### src/rtl/cmdind_pkg.sv
package cmdind_pkg;

    typedef enum logic [2:0] {
        ADR_RX_PRI = 3'd0,
        ADR_RX_SEC = 3'd1,
        ADR_TX_PRI = 3'd2,
        ADR_TX_SEC = 3'd3,
        ADR_STATUS = 3'd4,
        ADR_MASK   = 3'd5
    } reg_addr_e;

    localparam int ST_PRI = 0;
    localparam int ST_SEC = 1;
    localparam int ST_W   = 2;

endpackage

### src/rtl/cmdind_dll_filter.sv
module cmdind_dll_filter #(
    parameter int W = 4
) (
    input  logic         clk,
    input  logic         rst_n,
    input  logic         stb,
    input  logic [W-1:0] rx,
    output logic [W-1:0] code,
    output logic         chg
);

    typedef struct packed {
        logic [W-1:0] acc;
        logic [W-1:0] prev;
    } flt_t;

    flt_t st_d, st_q;

    always_comb begin
        st_d = st_q;
        chg  = 1'b0;
        if (stb) begin
            st_d.prev = rx;
            if ((rx == st_q.prev) && (rx != st_q.acc)) begin
                st_d.acc = rx;
                chg      = 1'b1;
            end
        end
    end

    always_ff @(posedge clk or negedge rst_n) begin
        if (!rst_n) begin
            st_q <= '{acc: '1, prev: '1};
        end else begin
            st_q <= st_d;
        end
    end

    assign code = st_q.acc;

    AST_PRI_IDLE_HOLD: assert property (@(posedge clk) disable iff (!rst_n)
        !stb |=> $stable(code));

    AST_PRI_NO_SINGLE: assert property (@(posedge clk) disable iff (!rst_n)
        (stb && (rx != st_q.prev)) |=> $stable(code));

endmodule

### src/rtl/cmdind_chg_detect.sv
module cmdind_chg_detect #(
    parameter int W = 6
) (
    input  logic         clk,
    input  logic         rst_n,
    input  logic         stb,
    input  logic         en,
    input  logic [W-1:0] rx,
    output logic [W-1:0] code,
    output logic         chg
);

    logic [W-1:0] code_d, code_q;

    always_comb begin
        code_d = code_q;
        chg    = 1'b0;
        if (stb && en && (rx != code_q)) begin
            code_d = rx;
            chg    = 1'b1;
        end
    end

    always_ff @(posedge clk or negedge rst_n) begin
        if (!rst_n) begin
            code_q <= '1;
        end else begin
            code_q <= code_d;
        end
    end

    assign code = code_q;

    AST_SEC_GATED: assert property (@(posedge clk) disable iff (!rst_n)
        !(stb && en) |=> $stable(code));

    AST_SEC_IMMEDIATE: assert property (@(posedge clk) disable iff (!rst_n)
        (stb && en) |=> (code == $past(rx)));

endmodule

### src/rtl/cmdind_monitor.sv
module cmdind_monitor
    import cmdind_pkg::*;
#(
    parameter int PW = 4,
    parameter int SW = 6,
    parameter int DW = (SW > PW) ? SW : PW
) (
    input  logic          clk,
    input  logic          rst_n,
    input  logic          frame_stb,
    input  logic          term_mode,
    input  logic [PW-1:0] rx_pri,
    input  logic [SW-1:0] rx_sec,
    input  logic          reg_wr,
    input  logic [2:0]    reg_addr,
    input  logic [DW-1:0] reg_wdata,
    output logic [DW-1:0] reg_rdata,
    output logic [PW-1:0] tx_pri,
    output logic [SW-1:0] tx_sec,
    output logic          irq
);

    typedef struct packed {
        logic [PW-1:0]   txp;
        logic [SW-1:0]   txs;
        logic [ST_W-1:0] status;
        logic [ST_W-1:0] mask;
    } regs_t;

    regs_t r_d, r_q;

    logic [PW-1:0] pri_code;
    logic [SW-1:0] sec_code;
    logic          pri_chg, sec_chg;

    cmdind_dll_filter #(.W(PW)) u_pri (
        .clk  (clk),
        .rst_n(rst_n),
        .stb  (frame_stb),
        .rx   (rx_pri),
        .code (pri_code),
        .chg  (pri_chg)
    );

    cmdind_chg_detect #(.W(SW)) u_sec (
        .clk  (clk),
        .rst_n(rst_n),
        .stb  (frame_stb),
        .en   (term_mode),
        .rx   (rx_sec),
        .code (sec_code),
        .chg  (sec_chg)
    );

    logic            wr_status;
    logic [ST_W-1:0] clr_bits;
    logic [ST_W-1:0] set_bits;

    always_comb begin
        wr_status = reg_wr && (reg_addr == ADR_STATUS);
        clr_bits  = wr_status ? reg_wdata[ST_W-1:0] : '0;
        set_bits  = '0;
        set_bits[ST_PRI] = pri_chg;
        set_bits[ST_SEC] = sec_chg;

        r_d = r_q;
        r_d.status = (r_q.status & ~clr_bits) | set_bits;
        if (reg_wr) begin
            case (reg_addr)
                ADR_TX_PRI: r_d.txp  = reg_wdata[PW-1:0];
                ADR_TX_SEC: r_d.txs  = reg_wdata[SW-1:0];
                ADR_MASK:   r_d.mask = reg_wdata[ST_W-1:0];
                default:    ;
            endcase
        end
    end

    always_ff @(posedge clk or negedge rst_n) begin
        if (!rst_n) begin
            r_q <= '{txp: '1, txs: '1, status: '0, mask: '0};
        end else begin
            r_q <= r_d;
        end
    end

    always_comb begin
        reg_rdata = '0;
        case (reg_addr)
            ADR_RX_PRI: reg_rdata[PW-1:0]   = pri_code;
            ADR_RX_SEC: reg_rdata[SW-1:0]   = sec_code;
            ADR_TX_PRI: reg_rdata[PW-1:0]   = r_q.txp;
            ADR_TX_SEC: reg_rdata[SW-1:0]   = r_q.txs;
            ADR_STATUS: reg_rdata[ST_W-1:0] = r_q.status;
            ADR_MASK:   reg_rdata[ST_W-1:0] = r_q.mask;
            default:    reg_rdata = '0;
        endcase
    end

    assign tx_pri = r_q.txp;
    assign tx_sec = term_mode ? r_q.txs : '1;
    assign irq    = |(r_q.status & ~r_q.mask);

    AST_TX_PRI_HELD: assert property (@(posedge clk) disable iff (!rst_n)
        !(reg_wr && (reg_addr == ADR_TX_PRI)) |=> $stable(tx_pri));

    AST_PRI_STICKY: assert property (@(posedge clk) disable iff (!rst_n)
        (r_q.status[ST_PRI] && !(wr_status && reg_wdata[ST_PRI]))
        |=> r_q.status[ST_PRI]);

    AST_SEC_STICKY: assert property (@(posedge clk) disable iff (!rst_n)
        (r_q.status[ST_SEC] && !(wr_status && reg_wdata[ST_SEC]))
        |=> r_q.status[ST_SEC]);

    AST_PRI_SETS_STATUS: assert property (@(posedge clk) disable iff (!rst_n)
        (frame_stb && (rx_pri != pri_code)) ##1 (pri_code != $past(pri_code))
        |-> r_q.status[ST_PRI]);

endmodule

### config.mk
export PLATFORM = sky130hd
export DESIGN_NAME = cmdind_monitor
export DESIGN_NICKNAME = d
export VERILOG_FILES = /design/src/rtl/cmdind_pkg.sv /design/src/rtl/cmdind_dll_filter.sv /design/src/rtl/cmdind_chg_detect.sv /design/src/rtl/cmdind_monitor.sv
export SDC_FILE = /design/constraint.sdc
export NUM_CORES = 1
export LEC_CHECK = 0
export ABC_AREA = 1
export BUFFER_PORTS_ARGS = -buffer_cell sky130_fd_sc_hd__buf_2
export CAP_MARGIN = 20
export CORE_MARGIN = 5
export CORE_UTILIZATION = 53
export DETAILED_ROUTE_END_ITERATION = 8
export PLACE_DENSITY_LB_ADDON = 0.08
export SKIP_CTS_REPAIR_TIMING = 1
export SYNTH_ARGS = -nofsm -noshare
export SYNTH_HDL_FRONTEND = slang
export SYNTH_SLANG_ARGS = --single-unit
### constraint.sdc
create_clock -name clk -period 1.45 [get_ports clk]
set_input_delay 0.145 -clock clk [delete_from_list [all_inputs] [get_ports clk]]
set_output_delay 0.145 -clock clk [all_outputs]
set_load 0.05 [all_outputs]
-- Word-level counts from Yosys, hierarchy flattened
Index checks and enable logic that the tools add are counted.
- memory bits (writable): 0
- memories: 0
- word-level logic and storage cells: 38
- bits in registers: 28
- output and inout port bits: 17
- memory bits (read-only): 0
- latch bits: 0
- multiply operators: 0
- equal/unequal tests: 8
- muxes and demuxes: 8
- magnitude comparators: 0
- reduce and logical (&&, ||, !) cells: 10
- shifts and indexed selects: 0
- div/mod/pow operators: 0
- add/sub/neg operators: 0
- bitwise logic cells: 5
- operators by type and width (kind ; count):
    2-bit one-hot mux with 6 select lines ; 1
    2-bit one-hot mux with 4 select lines ; 1
    2-bit AND reduction ; 4
    3-bit by 2-bit equality test with 1-bit output, second input constant ; 2
    3-bit equality test, second input constant ; 2
    6-bit 2-to-1 mux ; 1
    6-bit != test ; 1
    2-bit bitwise AND ; 2
    4-bit equality test ; 1
    1-bit logical AND ; 4
    4-bit != test ; 1
    2-bit NOT ; 2
    2-bit one-hot mux with 2 select lines ; 1
    3-bit by 1-bit equality test with 1-bit output, second input constant ; 1
    3-bit zero test ; 1
    1-bit 2-to-1 mux ; 3
    2-bit 2-to-1 mux ; 1
    2-bit bitwise OR ; 1
    2-bit OR reduction ; 1

-- Logic depth before layout (Yosys ltp)
Gate-level depths: netlist of the first run.
- depth in word-level cells: 6
- mapped depth: 8
- mapped depth without buffers: 8

-- Cells and area by module
A second synthesis of the first run with hierarchy kept.
- cells, all modules: 267
- area, all modules: 1865.5 um^2
- modules (own cells, without submodules) (module ; cells each ; area an instance (um^2) ; times used):
    cmdind_monitor ; 124 ; 888.4 ; 1
    cmdind_dll_filter ; 83 ; 561.8 ; 1
    cmdind_chg_detect ; 60 ; 415.4 ; 1

-- Least setup slack after synthesis of the first run
No wires, ideal clock.
- path kind: flip-flop to output port
- start point: reg u_pri.st_q, in the netlist u_pri.code[2]
- end point: out reg_rdata[2]
- cell stages (with the launch flop): 3
- setup slack: -0.097 ns
- arrival: 1.402 ns
- cells stage by stage: dfstp_2 > inv_1 > o2111ai_1
- longest elaborated chain between the ends: 1
- RTL lines (item ; line ; RTL):
    start: declaration ; cmdind_dll_filter.sv:17 ; flt_t st_d, st_q;
    start signal: assignment ; cmdind_dll_filter.sv:33 ; st_q <= '{acc: '1, prev: '1};
    start signal: assignment ; cmdind_dll_filter.sv:35 ; st_q <= st_d;
    2-bit one-hot mux with 4 select lines ; cmdind_monitor.sv:88 ; case (reg_addr)
    end: declaration ; cmdind_monitor.sv:17 ; output logic [DW-1:0] reg_rdata,
No other way between the ends.

-- Worst setup path after layout of the first run
- start point: reg r_q[5] (netlist bit)
- end point: out reg_rdata[1]
- longest elaborated chain between the ends: 1
- RTL lines (item ; line ; RTL):
    start: declaration ; cmdind_monitor.sv:30 ; regs_t r_d, r_q;
    start signal: assignment ; cmdind_monitor.sv:80 ; r_q <= '{txp: '1, txs: '1, status: '0, mask: '0};
    start signal: assignment ; cmdind_monitor.sv:82 ; r_q <= r_d;
    2-bit one-hot mux with 6 select lines ; cmdind_monitor.sv:88 ;
No other way between the ends.

==> PnR_summary.wiki, run 1 <==
{| class="wikitable"
! Metric !! Value
|-
| Detail Placement HPWL || 3040 um
|-
| Highest achievable clock rate || 649 MHz
|-
| Violated checks || setup timing
|-
| DRC || 0
|-
| Sequential cell area fraction in the yosys report || 42.9%
|-
| Minimum clock period after layout || 1540 ps
|-
| Number of placed I/O pins || 41
|-
| Cell count after placement || 330
|-
| Clock transition at the registers of the reported paths || 160 ps
|-
| Proportion of netlist area held by the largest area contributor || 37.0%
|-
| Pwr per Cell Area || 1230 mW/mm2
|-
| Number of pins exceeding their max-slew limit in the final report || 0
|-
| Post-route antenna net violation count || 0
|-
| Initial core utilization || 55.4%
|-
| Antenna violations before repair || 0
|-
| Final critical-path share of the clock period || 106%
|-
| Leakage power total || 1.13 nW
|-
| Leading register cell type out of synthesis || dfstp_2
|-
| Synthesized instance count || 250
|-
| Cell accounting for the most synthesized area || dfstp_2
|-
| Final weighted congestion of routability-driven global placement || 0.821
|-
| Routed length per instance || 11.7 um
|-
| Post-Route Skew || 10.4 ps
|-
| Die W || 66.7 um
|-
| Cell with the largest stage delay on the worst path || dfstp_2
|-
| H-tree levels || 1
|-
| Footprint of the multi-input gates || 825 um2
|-
| Final Instance Area || 0.00213 mm2
|-
| Number of distinct standard cells referenced by the synthesized netlist || 22
|-
| Share of synthesized registers carrying an async set or reset || 100%
|-
| Slew @ Worst Pin || 609 ps
|-
| Data required time at the worst endpoint || 1310 ps
|-
| Area Growth Syn to Fin || 25.3%
|-
| Synth Warn # || 0
|-
| First-pass GRT wire length || 6620 um
|-
| Endpoint type of the worst setup path || output port
|-
| Cell area reported after detailed placement || 0.00195 mm2
|-
| Slowest Stage Delay on Critical Path || 570 ps
|-
| Startpoint of the most critical setup path || r_q[5]
|-
| Series of cell instances along the critical path || inv_1 > nor2_1 > a21oi_1 > nand4_1 > buf_6
|-
| Outcome || finished with violations
|-
| Via count of the first global-routing pass || 1596
|-
| Vias || 1652
|-
| Uppermost routed layer || met4
|-
| Buffer levels on the longest clock path || 2
|-
| Largest delay share family, worst path || flip-flops
|-
| Peak supply drop || 715 uV
|-
| Post-DR vias/cell || 4.87
|-
| Overall overflow remaining after global route || 0
|-
| Fraction of final layout cells sized beyond drive strength 1 || 35.6%
|-
| Met3 routed WL || 190 um
|-
| Count of filler cells inserted in the layout || 306
|-
| Final net count || 320
|-
| Final setup violating endpoints || 5
|-
| Area of the placeable core || 0.00308 mm2
|-
| List of most frequent post-synthesis cells || nand2_1, inv_1, dfstp_2, nand3_1, o21ai_1
|-
| Worst hold margin || 9.24 ps
|-
| Seq cells post-synth || 28
|-
| Routed met2 length || 1930 um
|-
| Dominant cells by area after synthesis || dfstp_2, nand2_1, inv_1, dfrtp_1, nand3_1
|-
| Type of the worst min-delay path || in -> reg
|-
| Min-delay src || reg_wdata[3]
|-
| Number of maximum-capacitance constraint violations || 0
|-
| Path type of the worst setup path || reg -> out
|-
| RSZ-0062 raised after global routing || true
|-
| EDFF count, synth || 0
|-
| Detailed router's first-iteration violation count || 95
|-
| Worst reg2reg path startpoint || u_pri.code[0]
|-
| Relative max-transition margin || 59.4%
|-
| Synthesized net count || 274
|-
| CTS tree || yes
|-
| Die area || 0.00445 mm2
|-
| Clock buffer count from CTS || 3
|-
| Sink Count || 28
|-
| CTS root buf || clkbuf_4
|-
| Sequential cell area || 731 um2
|-
| Worst setup SP type || flop
|-
| Syn Area/Cell || 6.82 um2
|-
| Total count of hold-check failures in the final report || 0
|-
| Post-route met1 wirelength || 1820 um
|-
| Vertical die dimension || 66.7 um
|-
| First-pass detailed-route iteration total || 4
|-
| Routed Wire Length || 3970 um
|-
| Port Buffers || 40
|-
| Area of the mapped netlist || 0.00170 mm2
|-
| Max FO, Critical Path || 2
|-
| Number of rows in the core area || 20
|-
| Final Non-Filler Cells || 339
|-
| Most frequently used cell type in the post-synthesis netlist || nand2_1
|-
| Worst path buffer plus inverter count || 2
|-
| Number of antenna cells inserted || 0
|-
| Overall fraction of global-route tracks in use || 19.0%
|-
| Latest clock arrival within the worst-skew pair || 340 ps
|-
| Min setup slack post-route || -90.1 ps
|-
| Crit path DAT || 1400 ps
|-
| Pin count of the biggest net entering global routing || 29
|}
tightest hold or removal path, stage by stage:
cell and delay [ps]:
buf_2 100, inv_1 60, o21ai_1 60
final timing paths:
kind	to	slack, ps	depth (start not counted)
worst max-delay path	reg_rdata[1]	-90	5
worst min-delay path	r_q[7]	9	3
worst max register to register	u_pri.code[2]	90	9
worst min register to register	u_sec.code[5]	490	2
max in group asynchronous	r_q[3]	710	2
min in group asynchronous	r_q[0]	340	2
through the flow:
step | TNS, ps | util, % | power, mW | setup slack (ps)
2_1_floorplan | 0 | - | 1.80 | 148
3_3_place_gp | 0 | 63.5 | 1.99 | 3.69
3_5_place_dp | 0 | 63.5 | 2.01 | 30.6
4_1_cts | -909 | 65.2 | 2.52 | -197
5_1_grt | -614 | 69.3 | 2.79 | -152
6_report | -220 | 69.3 | 2.63 | -90.1
cell usage in the layout, fill, tap and decap left out, types with 2 or more instances in the layout:
| cell type | n |
|---|---|
| nor2_2 | 4 |
| buf_4 | 5 |
| dfrtp_1 | 4 |
| buf_6 | 7 |
| nand2_2 | 2 |
| nand2_1 | 105 |
| o21ai_0 | 5 |
| inv_1 | 32 |
| nand3_1 | 14 |
| nor2_1 | 9 |
| clkbuf_4 | 7 |
| buf_2 | 30 |
| a21oi_2 | 2 |
| inv_2 | 12 |
| dfstp_2 | 24 |
| nand3_2 | 2 |
| o22ai_2 | 2 |
| nor3_2 | 2 |
| a21oi_1 | 3 |
| o21ai_1 | 14 |
cell type report:
class	instances	share of cell area, %
repair buffers	47	14.4
inverters	44	7.74
flip-flops and latches	28	34.2
well taps	44	2.58
clock buffers	3	1.06
multi-input cells	172	38.6
clock inverters	1	1.41
cell families (layout without fill, tap and decap cells):
logic type	after synthesis	after routing	synth area share, %
AOI/OAI and AO/OA	30	30	9.91
buffers and inverters	50	95	12.4
and+or+nand+nor	142	142	34.8
DFF	28	28	42.9
state kept, by name, summed over array words and instances, names as in the netlist:
| signal | cells |
|---|---|
| r_q | 10 |
| u_sec.code | 6 |
| tx_pri | 4 |
| u_pri.code | 4 |
| u_pri.st_q | 4 |
layer usage:
metal / track usage [%] / vias up
met3: 2.87 / 4
met2: 33.5 / 36
met4: 4.57 / 0
met1: 24.0 / 757
met5: 0 / -
li1: - / 855
where the power goes:
group | switching (mW) | leakage, nW | internal (mW) | total, mW
registers | 0.122 | 0.298 | 1.03 | 1.15
clock network | 0.236 | 0.0279 | 0.280 | 0.516
logic | 0.644 | 0.801 | 0.323 | 0.967
total | 1.00 | 1.13 | 1.63 | 2.63
No activity file was read; power rests on OpenSTA's default activity.
==> run 2, diff against run 1 <==
- PLACE_DENSITY: not set -> 0.84
- PLACE_DENSITY_LB_ADDON: 0.08 -> not set
==> run 2 against run 1 <==
Against the previous run:
- the run still ends with setup timing left
- count of clock-buffer cells in the layout rose by 1
- worst setup slack lost 8.4 ps
- global-route usage fell by 0.28 points
- clock skew decreased by 9.9 ps
- routed wire length decreased by 0.86%
- first-iteration DRC count fell by 24%
- register-to-register slack barely moved
- sequential share of layout area increased by 0.70 points
- clock power fell by 24%
- hold slack improved by 6.5 ps
- maximum frequency is 0.54% lower
- largest power group unchanged
- highest routed layer unchanged
==> PnR_summary.wiki, run 2 (synthesized netlist as in run 1, its figures left out) <==
{| class="wikitable"
! Metric !! Value
|-
| Cell internal pwr || 1.50 mW (-7.9%)
|-
| Post-route antenna net violation count || 0 (unchanged)
|-
| Pwr per Cell Area || 1190 mW/mm2 (-3.1%)
|-
| Number of pins exceeding their max-slew limit in the final report || 0 (unchanged)
|-
| Via count of the first global-routing pass || 1502 (-5.9%)
|-
| Routed Wire Length || 3940 um (-0.86%)
|-
| Port Buffers || 40 (unchanged)
|-
| Antenna violations before repair || 0 (unchanged)
|-
| Overall fraction of global-route tracks in use || 18.7% (-0.28 points)
|-
| Number of flip-flops under the largest register name || 10 (unchanged)
|-
| Latest clock arrival within the worst-skew pair || 330 ps (about the same)
|-
| Total count of hold-check failures in the final report || 0 (unchanged)
|-
| Type of the worst min-delay path || in -> reg
|-
| Startpoint of the most critical setup path || r_q[5]
|-
| H-tree levels || 1 (unchanged)
|-
| Highest achievable clock rate || 646 MHz (-0.54%)
|-
| Crit path DAT || 1400 ps (about the same)
|-
| Register share of total power || 45.8% (+2.2 points)
|-
| Slack of the worst reg-to-reg path || 100 ps (about the same)
|-
| R2R cell count || 9 (unchanged)
|-
| Final setup violating endpoints || 4 (-1)
|-
| RSZ-0062 raised after global routing || true
|-
| Minimum clock period after layout || 1550 ps (+8.40 ps)
|-
| Slew @ Worst Pin || 611 ps (+2.00 ps)
|-
| Buffer levels on the longest clock path || 2 (unchanged)
|-
| Detail Placement HPWL || 2940 um (-3.4%)
|-
| Number of rows in the core area || 20 (unchanged)
|-
| Violated checks || setup timing
|-
| Relative contribution of combinational cells to total power || 38.4% (+1.7 points)
|-
| Detailed router's first-iteration violation count || 72 (-24%)
|-
| Overall overflow remaining after global route || 0 (unchanged)
|-
| Relative max-transition margin || 59.3% (-0.13 points)
|-
| Data required time at the worst endpoint || 1310 ps (about the same)
|-
| Critical path capture point || reg_rdata[1]
|-
| Psw || 999 uW (-0.39%)
|-
| First-pass GRT wire length || 6470 um (-2.3%)
|-
| Destination of the worst register-to-register timing path || u_pri.code[3]
|-
| CTS root buf || clkbuf_4
|-
| Peak supply drop || 727 uV (+1.6%)
|-
| Path type of the worst setup path || reg -> out
|-
| Die W || 66.7 um (unchanged)
|-
| Post-route total power || 2.50 mW (-5.0%)
|-
| DRC || 0 (unchanged)
|-
| Most common cell after layout, fill and taps aside || nand2_1
|-
| Commonest non-fill, non-tap cells in the layout || nand2_1, buf_2, inv_1
|-
| Routed length per instance || 11.7 um (-0.56%)
|-
| Die area || 0.00445 mm2 (unchanged)
|-
| CTS tree || yes
|-
| Vias || 1640 (-0.73%)
|-
| Part of the total power dissipated in the clock network || 15.8% (-3.8 points)
|-
| Post-Route Skew || 0.501 ps (-9.94 ps)
|-
| Area Growth Syn to Fin || 22.8%
|-
| Number of maximum-capacitance constraint violations || 0 (unchanged)
|-
| Sink Count || 28 (unchanged)
|-
| Leakage power total || 1.11 nW (-1.3%)
|-
| Final net count || 319 (-0.31%)
|-
| Vertical die dimension || 66.7 um (unchanged)
|-
| Outcome || finished with violations
|-
| Final critical-path share of the clock period || 107% (+0.58 points)
|-
| Register name with the most flops || r_q
|-
| Area of the placeable core || 0.00308 mm2 (unchanged)
|-
| Share of total power consumed by net switching || 39.9% (+1.9 points)
|-
| First-pass detailed-route iteration total || 4 (unchanged)
|-
| Setup Total Neg Slack || -247 ps (-27.2 ps)
|-
| Number of antenna cells inserted || 0 (unchanged)
|-
| Max FO, Critical Path || 2 (unchanged)
|-
| Number of placed I/O pins || 41 (unchanged)
|-
| Worst hold margin || 15.7 ps (+6.49 ps)
|-
| Post-DR vias/cell || 4.85 (-0.43%)
|-
| Min setup slack post-route || -98.5 ps (-8.40 ps)
|-
| Final weighted congestion of routability-driven global placement || 0.836 (+1.9%)
|-
| Endpoint type of the worst setup path || output port
|-
| Initial core utilization || 55.4% (unchanged)
|-
| Worst reg2reg path startpoint || u_pri.code[3]
|-
| Clock transition at the registers of the reported paths || 150 ps (about the same)
|-
| Worst setup SP type || flop
|-
| Clock buffer count from CTS || 3 (unchanged)
|-
| Pin count of the biggest net entering global routing || 29 (unchanged)
|-
| Fraction of final layout cells sized beyond drive strength 1 || 37.4% (+1.8 points)
|}
run 2: cell count changes in the layout (fill, tap and decap cells not counted), sizes merged:
cell,delta
bufinv,-1
clkbuf,-2
buf,+2
run 2: worst min-delay path by stage:
stage	startpoint	endpoint	depth (start not counted)
after floorplan	rst_n	r_q[0]	0
after detailed placement	rst_n	r_q[0]	1
after CTS	rst_n	r_q[0]	1
final	reg_wdata[3]	r_q[7]	3
after global placement	rst_n	r_q[1]	1
after global routing	reg_wdata[3]	r_q[7]	3
run 2: final cells by class:
cell class,count,area [um2]
tap,44,55.1
sequential,28,731
clock buffer,4,36.3
timing repair buffer,46,288
inverter,44,165
multi-input combinational,172,817
fill,269,986
run 2: power groups by stage:
stage | Sequential, mW | Combinational, mW | Clock (mW)
after floorplan | 1.12 | 0.680 | 0
after global placement | 1.14 | 0.842 | 0
after detailed placement | 1.15 | 0.852 | 0
after CTS | 1.13 | 0.856 | 0.393
after global routing | 1.17 | 1.06 | 0.423
final | 1.15 | 0.959 | 0.394
run 2: metal layers:
| metal | global-route usage, % | up-vias | routed length (um) |
|---|---|---|---|
| met2 | 31.7 | 43 | 1880 |
| met4 | 4.57 | 0 | 66 |
| met3 | 2.36 | 6 | 181 |
| met5 | 0 | - | 0 |
| li1 | - | 853 | - |
| met1 | 25.1 | 738 | 1810 |
run 2: worst max-delay path, cell delays in order (launching register included):
cell	delay, ps
dfstp_2	570
inv_2	40
nor2_2	90
a21oi_2	50
nand4_1	130
buf_6	180
run 2: stage by stage:
stage	std cells	setup slack [ps]	cell area (um2)	util, %
floorplan	250	148	1730	-
global placement	329	-32.4	1950	63.2
detailed placement	329	16.7	1950	63.2
CTS	333	-220	1980	64.4
global route	338	-144	2090	68.0
finish	338	-98.5	2090	68.0
